$ cat config.mk
export PLATFORM = sky130hd
export DESIGN_NAME = rx_frame_classifier
export DESIGN_NICKNAME = d
export VERILOG_FILES = /design/src/rtl/rx_cls_pkg.sv /design/src/rtl/rx_cls_lenpath.sv /design/src/rtl/rx_cls_ctrl.sv /design/src/rtl/rx_frame_classifier.sv
export SDC_FILE = /design/constraint.sdc
export NUM_CORES = 1
export LEC_CHECK = 0
export BUFFER_PORTS_ARGS = -buffer_cell sky130_fd_sc_hd__buf_2
export CAP_MARGIN = 15
export CORE_UTILIZATION = 39
export CTS_CLUSTER_SIZE = 10
export DETAILED_ROUTE_END_ITERATION = 16
export PLACE_DENSITY = 0.74
export SKIP_LAST_GASP = 1
export SLEW_MARGIN = 10
export SYNTH_ARGS = -nofsm -noshare
export SYNTH_HDL_FRONTEND = slang
export SYNTH_SLANG_ARGS = --single-unit
$ cat constraint.sdc
create_clock -name clk -period 2.2 [get_ports clk]
set_clock_uncertainty 0.15 [all_clocks]
set_input_delay 0.66 -clock clk [delete_from_list [all_inputs] [get_ports clk]]
set_output_delay 0.66 -clock clk [all_outputs]
set_load 0.1 [all_outputs]
$ cat src/rtl/rx_cls_pkg.sv
package rx_cls_pkg;

  localparam int NUM_BKT  = 7;
  localparam int NUM_CAST = 3;

  typedef enum logic [1:0] {
    CAST_UNI   = 2'd0,
    CAST_MULTI = 2'd1,
    CAST_BROAD = 2'd2,
    CAST_NONE  = 2'd3
  } cast_e;

  // Length decisions handed from the comparator datapath to the control
  typedef struct packed {
    logic               belowMin;
    logic               runtLen;
    logic               overMax;
    logic [NUM_BKT-1:0] bucket;
  } len_info_t;

  // Registered strobes for one frame
  typedef struct packed {
    logic                start;
    logic [NUM_BKT-1:0]  size;
    logic                oversize;
    logic                frag;
    logic                jabber;
    logic                crcLegal;
    logic                runt;
    logic [NUM_CAST-1:0] dataOk;
    logic [NUM_CAST-1:0] dataErr;
    logic [NUM_CAST-1:0] ctrlOk;
    logic [NUM_CAST-1:0] ctrlErr;
    logic                pause;
    logic                pauseErr;
    logic                pfcOk;
    logic                pfcErr;
  } stb_t;

  // Inclusive upper edge of fixed bucket idx (0 .. NUM_BKT-2)
  function automatic int bucketTop(int idx, int minLen, int stdMax);
    if (idx == 0)                return minLen;
    else if (idx == NUM_BKT - 2) return stdMax;
    else                         return (minLen << idx) - 1;
  endfunction

endpackage

$ cat src/rtl/rx_cls_lenpath.sv
module rx_cls_lenpath
  import rx_cls_pkg::*;
#(
  parameter int LEN_W    = 14,
  parameter int MIN_LEN  = 64,
  parameter int RUNT_MAX = 8,
  parameter int STD_MAX  = 1518
) (
  input  logic [LEN_W-1:0] frameLen,
  input  logic [LEN_W-1:0] maxLen,
  output len_info_t        info
);

  localparam logic [LEN_W-1:0] MIN_V  = LEN_W'(MIN_LEN);
  localparam logic [LEN_W-1:0] RUNT_V = LEN_W'(RUNT_MAX);
  localparam logic [LEN_W-1:0] STD_V  = LEN_W'(STD_MAX);

  logic overMax;
  logic [NUM_BKT-1:0] bucketHit;

  assign overMax = frameLen > maxLen;

  genvar i;
  generate
    for (i = 0; i < NUM_BKT; i++) begin : g_bkt
      if (i == NUM_BKT - 1) begin : g_top
        assign bucketHit[i] = (frameLen > STD_V) && !overMax;
      end else begin : g_fixed
        localparam logic [LEN_W-1:0] HI = LEN_W'(bucketTop(i, MIN_LEN, STD_MAX));
        localparam logic [LEN_W-1:0] LO = (i == 0) ? LEN_W'(MIN_LEN - 1)
                                                   : LEN_W'(bucketTop(i - 1, MIN_LEN, STD_MAX));
        assign bucketHit[i] = (frameLen > LO) && (frameLen <= HI) && !overMax;
      end
    end
  endgenerate

  always_comb begin
    info.belowMin = frameLen < MIN_V;
    info.runtLen  = (frameLen > RUNT_V) && (frameLen < MIN_V);
    info.overMax  = overMax;
    info.bucket   = bucketHit;
  end

endmodule

$ cat src/rtl/rx_cls_ctrl.sv
module rx_cls_ctrl
  import rx_cls_pkg::*;
(
  input  logic       clk,
  input  logic       rstN,
  input  logic       sofValid,
  input  logic       eofValid,
  input  logic       fcsErr,
  input  logic [1:0] castType,
  input  logic       isCtrl,
  input  logic       isPause,
  input  logic       isPfc,
  input  len_info_t  info,
  output stb_t       stbQ
);

  logic [NUM_CAST-1:0] castHot;
  stb_t                stbNext;

  genvar c;
  generate
    for (c = 0; c < NUM_CAST; c++) begin : g_cast
      assign castHot[c] = (castType == 2'(c));
    end
  endgenerate

  always_comb begin
    stbNext       = '0;
    stbNext.start = sofValid;
    if (eofValid) begin
      stbNext.size     = info.bucket;
      stbNext.oversize = info.overMax;
      stbNext.frag     = info.belowMin && fcsErr;
      stbNext.jabber   = info.overMax && fcsErr;
      stbNext.crcLegal = !info.belowMin && fcsErr;
      stbNext.runt     = info.runtLen;
      stbNext.dataOk   = (!isCtrl && !fcsErr) ? castHot : '0;
      stbNext.dataErr  = (!isCtrl &&  fcsErr) ? castHot : '0;
      stbNext.ctrlOk   = ( isCtrl && !fcsErr) ? castHot : '0;
      stbNext.ctrlErr  = ( isCtrl &&  fcsErr) ? castHot : '0;
      stbNext.pause    = isPause;
      stbNext.pauseErr = isPause && fcsErr;
      stbNext.pfcOk    = isPfc && !fcsErr;
      stbNext.pfcErr   = isPfc && fcsErr;
    end
  end

  always_ff @(posedge clk) begin
    if (!rstN) stbQ <= '0;
    else       stbQ <= stbNext;
  end

endmodule

$ cat src/rtl/rx_frame_classifier.sv
module rx_frame_classifier
  import rx_cls_pkg::*;
#(
  parameter int LEN_W    = 14,
  parameter int MIN_LEN  = 64,
  parameter int RUNT_MAX = 8,
  parameter int STD_MAX  = 1518
) (
  input  logic             clk,
  input  logic             rstN,
  input  logic             sofValid,
  input  logic             eofValid,
  input  logic [LEN_W-1:0] frameLen,
  input  logic             fcsErr,
  input  logic [LEN_W-1:0] maxLen,
  input  logic [1:0]       castType,
  input  logic             isCtrl,
  input  logic             isPause,
  input  logic             isPfc,
  output logic             startStrb,
  output logic [6:0]       sizeStrb,
  output logic             oversizeStrb,
  output logic             fragStrb,
  output logic             jabberStrb,
  output logic             crcLegalStrb,
  output logic             runtStrb,
  output logic [2:0]       dataOkStrb,
  output logic [2:0]       dataErrStrb,
  output logic [2:0]       ctrlOkStrb,
  output logic [2:0]       ctrlErrStrb,
  output logic             pauseStrb,
  output logic             pauseErrStrb,
  output logic             pfcOkStrb,
  output logic             pfcErrStrb
);

  len_info_t lenInfo;
  stb_t      stb;

  rx_cls_lenpath #(
    .LEN_W(LEN_W), .MIN_LEN(MIN_LEN), .RUNT_MAX(RUNT_MAX), .STD_MAX(STD_MAX)
  ) i_lenpath (
    .frameLen(frameLen),
    .maxLen  (maxLen),
    .info    (lenInfo)
  );

  rx_cls_ctrl i_ctrl (
    .clk     (clk),
    .rstN    (rstN),
    .sofValid(sofValid),
    .eofValid(eofValid),
    .fcsErr  (fcsErr),
    .castType(castType),
    .isCtrl  (isCtrl),
    .isPause (isPause),
    .isPfc   (isPfc),
    .info    (lenInfo),
    .stbQ    (stb)
  );

  assign startStrb    = stb.start;
  assign sizeStrb     = stb.size;
  assign oversizeStrb = stb.oversize;
  assign fragStrb     = stb.frag;
  assign jabberStrb   = stb.jabber;
  assign crcLegalStrb = stb.crcLegal;
  assign runtStrb     = stb.runt;
  assign dataOkStrb   = stb.dataOk;
  assign dataErrStrb  = stb.dataErr;
  assign ctrlOkStrb   = stb.ctrlOk;
  assign ctrlErrStrb  = stb.ctrlErr;
  assign pauseStrb    = stb.pause;
  assign pauseErrStrb = stb.pauseErr;
  assign pfcOkStrb    = stb.pfcOk;
  assign pfcErrStrb   = stb.pfcErr;

endmodule

==> results of run 1 <==
## kinds of logic (layout without fill, tap and decap cells)
kind of cell,Yosys count,after routing,share of synthesized area (%)
buffers and inverters,16,104,4.79
adders and majority gates,14,14,14.0
and+or+nand+nor,64,64,27.2
DFF,29,29,46.4
AOI/OAI and AO/OA,16,16,7.69
## metrics by stage
stage | util (%) | hold slack (ns) | cell area (µm²)
CTS | 59.7 | 0.376 | 1820
finish | 59.7 | 0.393 | 1820
global placement | 57.4 | 0.725 | 1750
detailed placement | 57.4 | 0.721 | 1750
global route | 59.7 | 0.374 | 1820
floorplan | - | 0.586 | 1260
## synth_stat cells
| cell | number | share of area (%) |
|---|---|---|
| dfxtp_1 | 29 | 46 |
| inv_1 | 15 | 4.5 |
| ha_1 | 14 | 14 |
| nand2_1 | 14 | 4.2 |
| nor2_1 | 13 | 3.9 |
| nor3_1 | 9 | 3.6 |
| a21oi_1 | 8 | 3.2 |
| nor4_1 | 6 | 3.0 |
| and2_1 | 4 | 2.0 |
| and3_1 | 3 | 1.5 |
| nand2b_1 | 3 | 1.5 |
| nand4_1 | 2 | 1.0 |
| nor2b_1 | 2 | 1.0 |
| o21ai_0 | 2 | 0.80 |
| or3_1 | 2 | 1.0 |
| or3_4 | 2 | 1.8 |
| a211oi_1 | 1 | 0.60 |
| a21o_1 | 1 | 0.60 |
| a22oi_1 | 1 | 0.60 |
| a41oi_1 | 1 | 0.70 |
| clkbuf_1 | 1 | 0.30 |
| nand3_1 | 1 | 0.40 |
| nand3b_1 | 1 | 0.60 |
| nor3_2 | 1 | 0.80 |
| o21bai_1 | 1 | 0.60 |
| o31ai_1 | 1 | 0.60 |
| or4_4 | 1 | 0.90 |
## power by group
group | switching (mW) | total (mW) | internal, mW
Clock | 0.164 | 0.349 | 0.185
Sequential | 0.00195 | 0.535 | 0.533
Combinational | 0.146 | 0.230 | 0.0839
## metal layers
metal | vias to the layer above | wire [µm] | global-route usage (%)
met4 | 0 | 44 | 7.14
li1 | 652 | - | -
met2 | 63 | 1170 | 30.0
met3 | 6 | 233 | 6.81
met5 | - | 0 | 0
met1 | 508 | 1140 | 18.1
## worst min-delay path by stage
stage	startpoint	endpoint	slack, ns	cells past startpoint
6_report	sofValid	i_ctrl.stbQ[28]	0.39	2
5_1_grt	sofValid	i_ctrl.stbQ[28]	0.37	2
4_1_cts	sofValid	i_ctrl.stbQ[28]	0.38	2
3_5_place_dp	sofValid	i_ctrl.stbQ[28]	0.72	2
3_3_place_gp	sofValid	i_ctrl.stbQ[28]	0.72	2
2_1_floorplan	isCtrl	i_ctrl.stbQ[10]	0.59	1
## worst max-delay path, cell delays in order
cell     delay (ns)
buf_2          0.11
or3_4          0.38
or4_4          0.43
or3_4          0.36
nor2b_1        0.14
## final cells by class
class | instances | area, µm²
clock buffers | 7 | 65.1
multi-input cells | 94 | 617
repair buffers | 81 | 443
inverters | 15 | 56.3
fillers | 299 | 1230
clock inverters | 1 | 5.00
flip-flops and latches | 29 | 581
well taps | 44 | 55.1
==> insert_results.sql, run 1 <==
INSERT INTO impl_metrics (metric_group, metric, value, unit) VALUES
('pwr', 'power_per_cell_area', '612', 'nW/µm²'),
('route', 'num_vias', '1229', ''),
('grt', 'grt_antenna_before_repair', '0', ''),
('pwr', 'max-vdd-ir-drop', '0.000203', 'V'),
('place', 'hpwlAfterDp', '2.22', 'mm'),
('clocking', 'numClockSinks', '29', ''),
('grt', 'grt_first_pass_wirelength', '4.36', 'mm'),
('pwr', 'static-leakage-power', '0.972', 'nW'),
('finish', 'area_growth_syn_to_layout', '45.5', '%'),
('logic_synthesis', 'yosys_warnings', '0', ''),
('logic_synthesis', 'ys_ff_latch', '29', ''),
('timing', 'final_period_minus_worst_setup_slack', '2.02', 'ns'),
('timing', 'final-hold-violation-count', '0', ''),
('clocking', 'worst_setup_hold_path_clk_slew', '0.09', 'ns'),
('clocking', 'max-clock-path-buffers', '2', ''),
('worst_setup_path', 'worst_ep_arrival_time', '2.07', 'ns'),
('worst_setup_path', 'setup.worst_path.start_class', 'input port', ''),
('finish', 'antenna_cells_inserted', '0', ''),
('place', 'gpl_wtd_cong', '0.838', ''),
('grt', 'overflow', '0', ''),
('route', 'drc_errors', '0', ''),
('logic_synthesis', 'mappedNetlistNets', '191', ''),
('route', 'drt_wl_total', '2.59', 'mm'),
('place', 'port-buffer-count', '66', ''),
('place', 'worst_setup_slack_before_clock_tree_synthesis', '-0.150', 'ns'),
('worst_setup_path', 'cp_data_required_time', '2.25', 'ns'),
('finish', 'layoutNonFillerInstCount', '271', ''),
('finish', 'nNetsFinal', '278', ''),
('timing', 'normalized_max_slew_margin', '67.3', '%'),
('place', 'placed_cells_incl_taps', '263', ''),
('grt', 'tot_gr_track_use', '17.1', '%'),
('clocking', 'setup_bufs_post_cts', '0', ''),
('finish', 'drive_above_1_share', '41.4', '%'),
('clocking', 'tritoncts', 'done', ''),
('timing', 'finalMaxSlewViolations', '0', ''),
('route', 'via_to_cell_ratio', '4.54', ''),
('logic_synthesis', 'yosysSeqAreaShare', '46.4', '%'),
('worst_setup_path', 'critical_path.startpoint', 'frameLen[12]', ''),
('logic_synthesis', 'synth_cell_types', '27', ''),
('route', 'routedWlPerCell', '9.54', 'µm'),
('grt', 'grt_max_degree', '10', ''),
('clocking', 'clock_tree.root_cell', 'clkbuf_4', ''),
('floorplanning', 'boundaryPins', '67', ''),
('logic_synthesis', 'syn-cell-area', '1250', 'µm²'),
('finish', 'biggestRegsByFlops', 'i_ctrl.stbQ x29', ''),
('outcome', 'run_status', 'finished clean', ''),
('floorplanning', 'rows', '20', ''),
('timing', 'final.period_utilization', '91.7', '%'),
('worst_hold_path', 'timing.hold.worst.class', 'input port to flop', ''),
('clocking', 'cts_inserted_buffers', '5', ''),
('floorplanning', 'floorplan.die_area', '3440', 'µm²'),
('finish', 'largest_register_ff_count', '29', ''),
('timing', 'rsz0062_at_grt', 'no', ''),
('floorplanning', 'initial_utilization', '41.0', '%'),
('clocking', 'cts.htree.levels', '2', ''),
('logic_synthesis', 'synth.avg_cell_area', '9.01', 'µm²'),
('worst_setup_path', 'crit_end', 'i_ctrl.stbQ[17]', ''),
('worst_setup_path', 'timing.critical_path.to_type', 'flop', ''),
('timing', 'timing.final.ws_setup', '0.182', 'ns'),
('timing', 'worstMarginPinSlew', '0.494', 'ns'),
('finish', 'final_cell_mix', 'buf_2, dfxtp_1, inv_1, buf_4', ''),
('route', 'dr.first_iter.drc_count', '29', ''),
('timing', 'setup_violations', '0', ''),
('route', 'drt.antenna.violating_nets', '0', ''),
('finish', 'largest_register_by_flop_count', 'i_ctrl.stbQ', ''),
('flow_run', 'timing.max_cap.violations', '0', ''),
('timing', 'finalSetupTns', '0', 'ns'),
('clocking', 'cts-hold-fix-buffers', '0', ''),
('floorplanning', 'die-width', '58.7', 'µm'),
('grt', 'first_global_vias', '1069', ''),
('clocking', 'postCtsResizedCells', '0', ''),
('worst_setup_path', 'critPathKind', 'input port to flop', ''),
('floorplanning', 'design.core.area', '3050', 'µm²'),
('route', 'drtPass1Iterations', '4', ''),
('worst_setup_path', 'worst-path-max-fanout', '3', ''),
('timing', 'clock.fmax', '496', 'MHz'),
('pwr', 'design_power_total', '1.11', 'mW'),
('floorplanning', 'die_h', '58.7', 'µm'),
('logic_synthesis', 'synth_cells', '139', ''),
('finish', 'final_common_cell', 'buf_2', '');
No activity file was read; power rests on OpenSTA's default activity.
==> run 2, diff against run 1 <==
PLACE_DENSITY = unset   (was 0.74)
PLACE_DENSITY_LB_ADDON = 0.1   (was unset)
==> run 2 against run 1 <==
  * Design area is 1.6% lower
  * Global-route usage decreased by 0.51 points
  * Via count increased by 1.5%
  * Wire length increased by 4.0%
  * Combinational power fell by 2%
  * First-iteration DRC count grew 28%
  * Sequential cell count unchanged
  * Highest routed layer unchanged
==> insert_results.sql, run 2 (synthesis gave the netlist of run 1 again) <==
INSERT INTO impl_metrics (metric_group, metric, value, unit) VALUES
('worst_setup_path', 'cp_data_required_time', '2.31', 'ns'),
('worst_setup_path', 'crit_path_max_incr_delay', '0.30', 'ns'),
('place', 'placed_cells_incl_taps', '261', ''),
('finish', 'area_growth_syn_to_layout', '43.1', '%'),
('worst_setup_path', 'ordered_list_of_cells_on_the_worst_path', 'buf_2, ha_1, nand2_1, nor4_1, buf_4, o31ai_1, a22oi_2, buf_4, nor2b_1', ''),
('timing', 'hold-worst-slack', '0.399', 'ns'),
('grt', 'grt_antenna_before_repair', '0', ''),
('route', 'drtPass1Iterations', '4', ''),
('finish', 'largest_register_by_flop_count', 'i_ctrl.stbQ', ''),
('route', 'num_vias', '1248', ''),
('finish', 'final_common_cell', 'buf_2', ''),
('floorplanning', 'design.core.area', '3050', 'µm²'),
('floorplanning', 'boundaryPins', '67', ''),
('worst_hold_path', 'min_from', 'sofValid', ''),
('clocking', 'cts_inserted_buffers', '5', ''),
('worst_setup_path', 'critical-path-top-cell-by-count', 'buf_4', ''),
('worst_hold_path', 'timing.hold.worst.class', 'input port to flop', ''),
('finish', 'drive_above_1_share', '40.2', '%'),
('place', 'worst_setup_slack_before_clock_tree_synthesis', '-0.177', 'ns'),
('clocking', 'max-clock-path-buffers', '2', ''),
('grt', 'overflow', '0', ''),
('place', 'port-buffer-count', '66', ''),
('grt', 'grt_first_pass_wirelength', '4.23', 'mm'),
('timing', 'finalSetupTns', '0', 'ns'),
('worst_setup_path', 'critPathBufInv', '3', ''),
('floorplanning', 'die_h', '58.7', 'µm'),
('clocking', 'worst_setup_hold_path_clk_slew', '0.08', 'ns'),
('finish', 'finalCoreUtilization', '58.7', '%'),
('timing', 'worstMarginPinSlew', '0.491', 'ns'),
('route', 'dr.first_iter.drc_count', '37', ''),
('finish', 'layoutNonFillerInstCount', '268', ''),
('pwr', 'power_per_cell_area', '599', 'nW/µm²'),
('timing', 'timing.final.ws_setup', '0.174', 'ns'),
('finish', 'antenna_cells_inserted', '0', ''),
('clocking', 'setup_bufs_post_cts', '0', ''),
('pwr', 'design_power_total', '1.07', 'mW'),
('worst_setup_path', 'timing.critical_path.to_type', 'flop', ''),
('timing', 'normalized_max_slew_margin', '67.5', '%'),
('worst_setup_path', 'setup.worst_path.start_class', 'input port', ''),
('route', 'via_to_cell_ratio', '4.66', ''),
('worst_setup_path', 'worst-path-max-fanout', '8', ''),
('worst_setup_path', 'worst_ep_arrival_time', '2.13', 'ns'),
('route', 'drc_errors', '0', ''),
('grt', 'tot_gr_track_use', '16.5', '%'),
('place', 'gpl_wtd_cong', '0.779', ''),
('worst_setup_path', 'critical-path-slowest-cell', 'nor4_1', ''),
('clocking', 'postCtsResizedCells', '0', ''),
('clocking', 'clock_tree.root_cell', 'clkbuf_4', ''),
('route', 'routedWlPerCell', '10.0', 'µm'),
('finish', 'final.fill_count', '291', ''),
('floorplanning', 'initial_utilization', '41.0', '%'),
('flow_run', 'timing.max_cap.violations', '0', ''),
('timing', 'final_period_minus_worst_setup_slack', '2.03', 'ns'),
('pwr', 'max-vdd-ir-drop', '0.000191', 'V'),
('finish', 'ff_latch_area', '581', 'µm²'),
('grt', 'first_global_vias', '1102', ''),
('outcome', 'run_status', 'finished clean', ''),
('timing', 'setup_violations', '0', ''),
('finish', 'final_cell_mix', 'buf_2, dfxtp_1, inv_1', ''),
('timing', 'finalMaxSlewViolations', '0', ''),
('timing', 'clock.fmax', '494', 'MHz'),
('floorplanning', 'die-width', '58.7', 'µm'),
('worst_setup_path', 'critical_path.startpoint', 'frameLen[13]', ''),
('finish', 'nNetsFinal', '276', ''),
('finish', 'final_design_area_no_fill', '1790', 'µm²'),
('worst_setup_path', 'critPathTopFamily', 'simple AND/OR/NAND/NOR gates', ''),
('pwr', 'static-leakage-power', '0.952', 'nW'),
('clocking', 'cts-hold-fix-buffers', '0', ''),
('finish', 'footprint_of_the_multi_input_gates', '617', 'µm²'),
('floorplanning', 'floorplan.die_area', '3440', 'µm²'),
('timing', 'final-hold-violation-count', '0', ''),
('route', 'drt_wl_total', '2.69', 'mm'),
('timing', 'rsz0062_at_grt', 'no', ''),
('finish', 'largest_register_ff_count', '29', ''),
('timing', 'final.period_utilization', '92.1', '%'),
('place', 'hpwlAfterDp', '2.25', 'mm'),
('grt', 'grt_max_degree', '10', ''),
('worst_setup_path', 'critPathKind', 'input port to flop', ''),
('place', 'post_dp_cell_area', '1740', 'µm²'),
('route', 'drt.antenna.violating_nets', '0', ''),
('clocking', 'numClockSinks', '29', ''),
('finish', 'biggestRegsByFlops', 'i_ctrl.stbQ x29', ''),
('clocking', 'tritoncts', 'done', ''),
('floorplanning', 'rows', '20', ''),
('clocking', 'cts.htree.levels', '2', '');
run 2: power breakdown:
| group | leakage, nW | internal, mW | switching, mW |
|---|---|---|---|
| sequential | 0.235 | 0.533 | 0.00182 |
| combinational | 0.686 | 0.0804 | 0.146 |
| clock | 0.0314 | 0.150 | 0.161 |
| total | 0.952 | 0.764 | 0.308 |
run 2: final timing paths:
kind / depth (start not counted) / endpoint
min: 2 / i_ctrl.stbQ[28]
max: 9 / i_ctrl.stbQ[18]
run 2: metal layers:
layer | wire length, µm | global-route usage [%] | vias up
li1 | - | - | 649
met1 | 1060 | 17.1 | 545
met2 | 1380 | 28.7 | 49
met3 | 202 | 6.59 | 5
met4 | 52 | 8.84 | 0
met5 | 0 | 0 | -
run 2: cell type report:
type,count,area share [%]
Clock buffer,7,3.07
Inverter,15,3.14
Multi-Input combinational cell,94,34.4
Sequential cell,29,32.4
Tap cell,44,3.07
Timing Repair Buffer,79,23.9
==> run 3, diff against run 2 <==
GPL_TIMING_DRIVEN = 0   (was unset)
REMOVE_ABC_BUFFERS = 1   (was unset)
==> run 3 against run 2 <==
  * Sequential cell count stayed put
  * Via count fell by 3.7%
  * First-iteration DRC count shrank 59%
  * Utilization shrank 2.7 points
  * Critical endpoint is now i_ctrl.stbQ[17]
  * Largest power group unchanged
==> insert_results.sql, run 3 (synthesis gave the netlist of run 1 again) <==
INSERT INTO impl_metrics (metric_group, metric, value, unit) VALUES
('clocking', 'tritoncts', 'done', ''),
('worst_setup_path', 'worst_ep_arrival_time', '2.10', 'ns'),
('place', 'hpwlAfterDp', '2.21', 'mm'),
('timing', 'setup_violations', '0', ''),
('clocking', 'cts.htree.levels', '2', ''),
('floorplanning', 'design.core.area', '3050', 'µm²'),
('floorplanning', 'floorplan.die_area', '3440', 'µm²'),
('clocking', 'cts-hold-fix-buffers', '0', ''),
('place', 'port-buffer-count', '66', ''),
('pwr', 'max-vdd-ir-drop', '0.000162', 'V'),
('timing', 'final.period_utilization', '92.9', '%'),
('route', 'drt.antenna.violating_nets', '0', ''),
('route', 'drtPass1Iterations', '4', ''),
('grt', 'grt_max_degree', '10', ''),
('worst_setup_path', 'timing.critical_path.to_type', 'flop', ''),
('finish', 'area_growth_syn_to_layout', '36.4', '%'),
('route', 'routedWlPerCell', '10.4', 'µm'),
('clocking', 'clock_tree.root_cell', 'clkbuf_4', ''),
('worst_setup_path', 'setup.worst_path.start_class', 'input port', ''),
('grt', 'overflow', '0', ''),
('finish', 'final.fill_count', '305', ''),
('floorplanning', 'die-width', '58.7', 'µm'),
('finish', 'largest_register_by_flop_count', 'i_ctrl.stbQ', ''),
('finish', 'antenna_cells_inserted', '0', ''),
('worst_hold_path', 'timing.hold.worst.class', 'input port to flop', ''),
('worst_setup_path', 'crit_end', 'i_ctrl.stbQ[17]', ''),
('place', 'gpl_wtd_cong', '0.769', ''),
('timing', 'worstMarginPinSlew', '0.492', 'ns'),
('finish', 'final_cell_mix', 'buf_2, dfxtp_1, inv_1', ''),
('worst_setup_path', 'cp_data_required_time', '2.26', 'ns'),
('clocking', 'max-clock-path-buffers', '2', ''),
('timing', 'final-hold-violation-count', '0', ''),
('worst_setup_path', 'worst-path-max-fanout', '5', ''),
('route', 'drt_wl_total', '2.67', 'mm'),
('route', 'num_vias', '1202', ''),
('finish', 'finalCoreUtilization', '55.9', '%'),
('finish', 'footprint_of_the_multi_input_gates', '623', 'µm²'),
('finish', 'ff_latch_area', '581', 'µm²'),
('timing', 'rsz0062_at_grt', 'no', ''),
('finish', 'final_common_cell', 'buf_2', ''),
('clocking', 'cts_inserted_buffers', '5', ''),
('pwr', 'power_per_cell_area', '619', 'nW/µm²'),
('finish', 'biggestRegsByFlops', 'i_ctrl.stbQ x29', ''),
('finish', 'largest_register_ff_count', '29', ''),
('route', 'via_to_cell_ratio', '4.70', ''),
('route', 'dr.first_iter.drc_count', '15', ''),
('finish', 'layoutNonFillerInstCount', '256', ''),
('worst_setup_path', 'critical_path.startpoint', 'frameLen[12]', ''),
('timing', 'final_period_minus_worst_setup_slack', '2.04', 'ns'),
('clocking', 'numClockSinks', '29', ''),
('route', 'drc_errors', '0', ''),
('worst_setup_path', 'critPathKind', 'input port to flop', ''),
('timing', 'normalized_max_slew_margin', '67.5', '%'),
('grt', 'grt_first_pass_wirelength', '4.29', 'mm'),
('clocking', 'worst_setup_hold_path_clk_slew', '0.08', 'ns'),
('place', 'placed_cells_incl_taps', '248', ''),
('flow_run', 'timing.max_cap.violations', '0', ''),
('finish', 'nNetsFinal', '264', ''),
('floorplanning', 'boundaryPins', '67', ''),
('grt', 'tot_gr_track_use', '17.1', '%'),
('timing', 'clock.fmax', '489', 'MHz'),
('grt', 'first_global_vias', '1091', ''),
('finish', 'drive_above_1_share', '37.3', '%'),
('floorplanning', 'rows', '20', ''),
('grt', 'grt_antenna_before_repair', '0', ''),
('timing', 'finalMaxSlewViolations', '0', ''),
('outcome', 'run_status', 'finished clean', ''),
('floorplanning', 'initial_utilization', '41.0', '%'),
('floorplanning', 'die_h', '58.7', 'µm'),
('pwr', 'static-leakage-power', '0.895', 'nW');
==> run 3: critical path, cell delays in order <==
cell and delay, ns:
buf_2 0.11, or3_4 0.40, or4_4 0.44, or3_4 0.36, nor2b_1 0.13
==> run 3: power breakdown <==
part	internal, mW	switching (mW)
clock network	0.150	0.158
registers	0.533	0.00167
logic	0.0687	0.146
total	0.753	0.305
==> run 3: area by class of cell <==
class	count	share of cell area (%)
multi-input cells	94	36.5
flip-flops and latches	29	34.0
repair buffers	67	19.8
inverters	15	3.30
clock buffers	7	3.22
well taps	44	3.22
==> run 3: what timing repair did <==
action / CTS / global route
setup buffers: 0 / 1
setup endpoints to repair: 9 / 2
hold endpoints to repair: 0 / 0
resized for setup: 2 / 0
pin swaps: 0 / 1
==> run 3: through the flow <==
stage	hold WS [ns]	setup WS (ns)	TNS [ns]	power (mW)	instance area, µm²
3_3_place_gp	0.716	-0.485	-4.46	0.751	1630
2_1_floorplan	0.586	-0.0662	-0.468	0.684	1250
3_5_place_dp	0.731	-0.509	-4.79	0.758	1630
5_1_grt	0.401	0.0433	0	1.11	1710
4_1_cts	0.384	0.107	0	1.07	1700
6_report	0.407	0.156	0	1.06	1710
==> run 3: worst min path at each step <==
stage,cells after the start,end,startpoint,slack [ns]
2_1_floorplan,1,i_ctrl.stbQ[10],isCtrl,0.59
3_3_place_gp,2,i_ctrl.stbQ[28],sofValid,0.72
3_5_place_dp,2,i_ctrl.stbQ[28],sofValid,0.73
4_1_cts,2,i_ctrl.stbQ[28],sofValid,0.38
5_1_grt,2,i_ctrl.stbQ[28],sofValid,0.40
6_report,2,i_ctrl.stbQ[1],isPfc,0.41
==> run 3: routing by layer <==
metal	vias up	part of all wire, %	global-route usage (%)
met1	514	40	16.7
met2	51	48	29.4
met4	0	4.4	12.6
met3	12	7.8	6.81
met5	-	0	0
li1	625	-	-
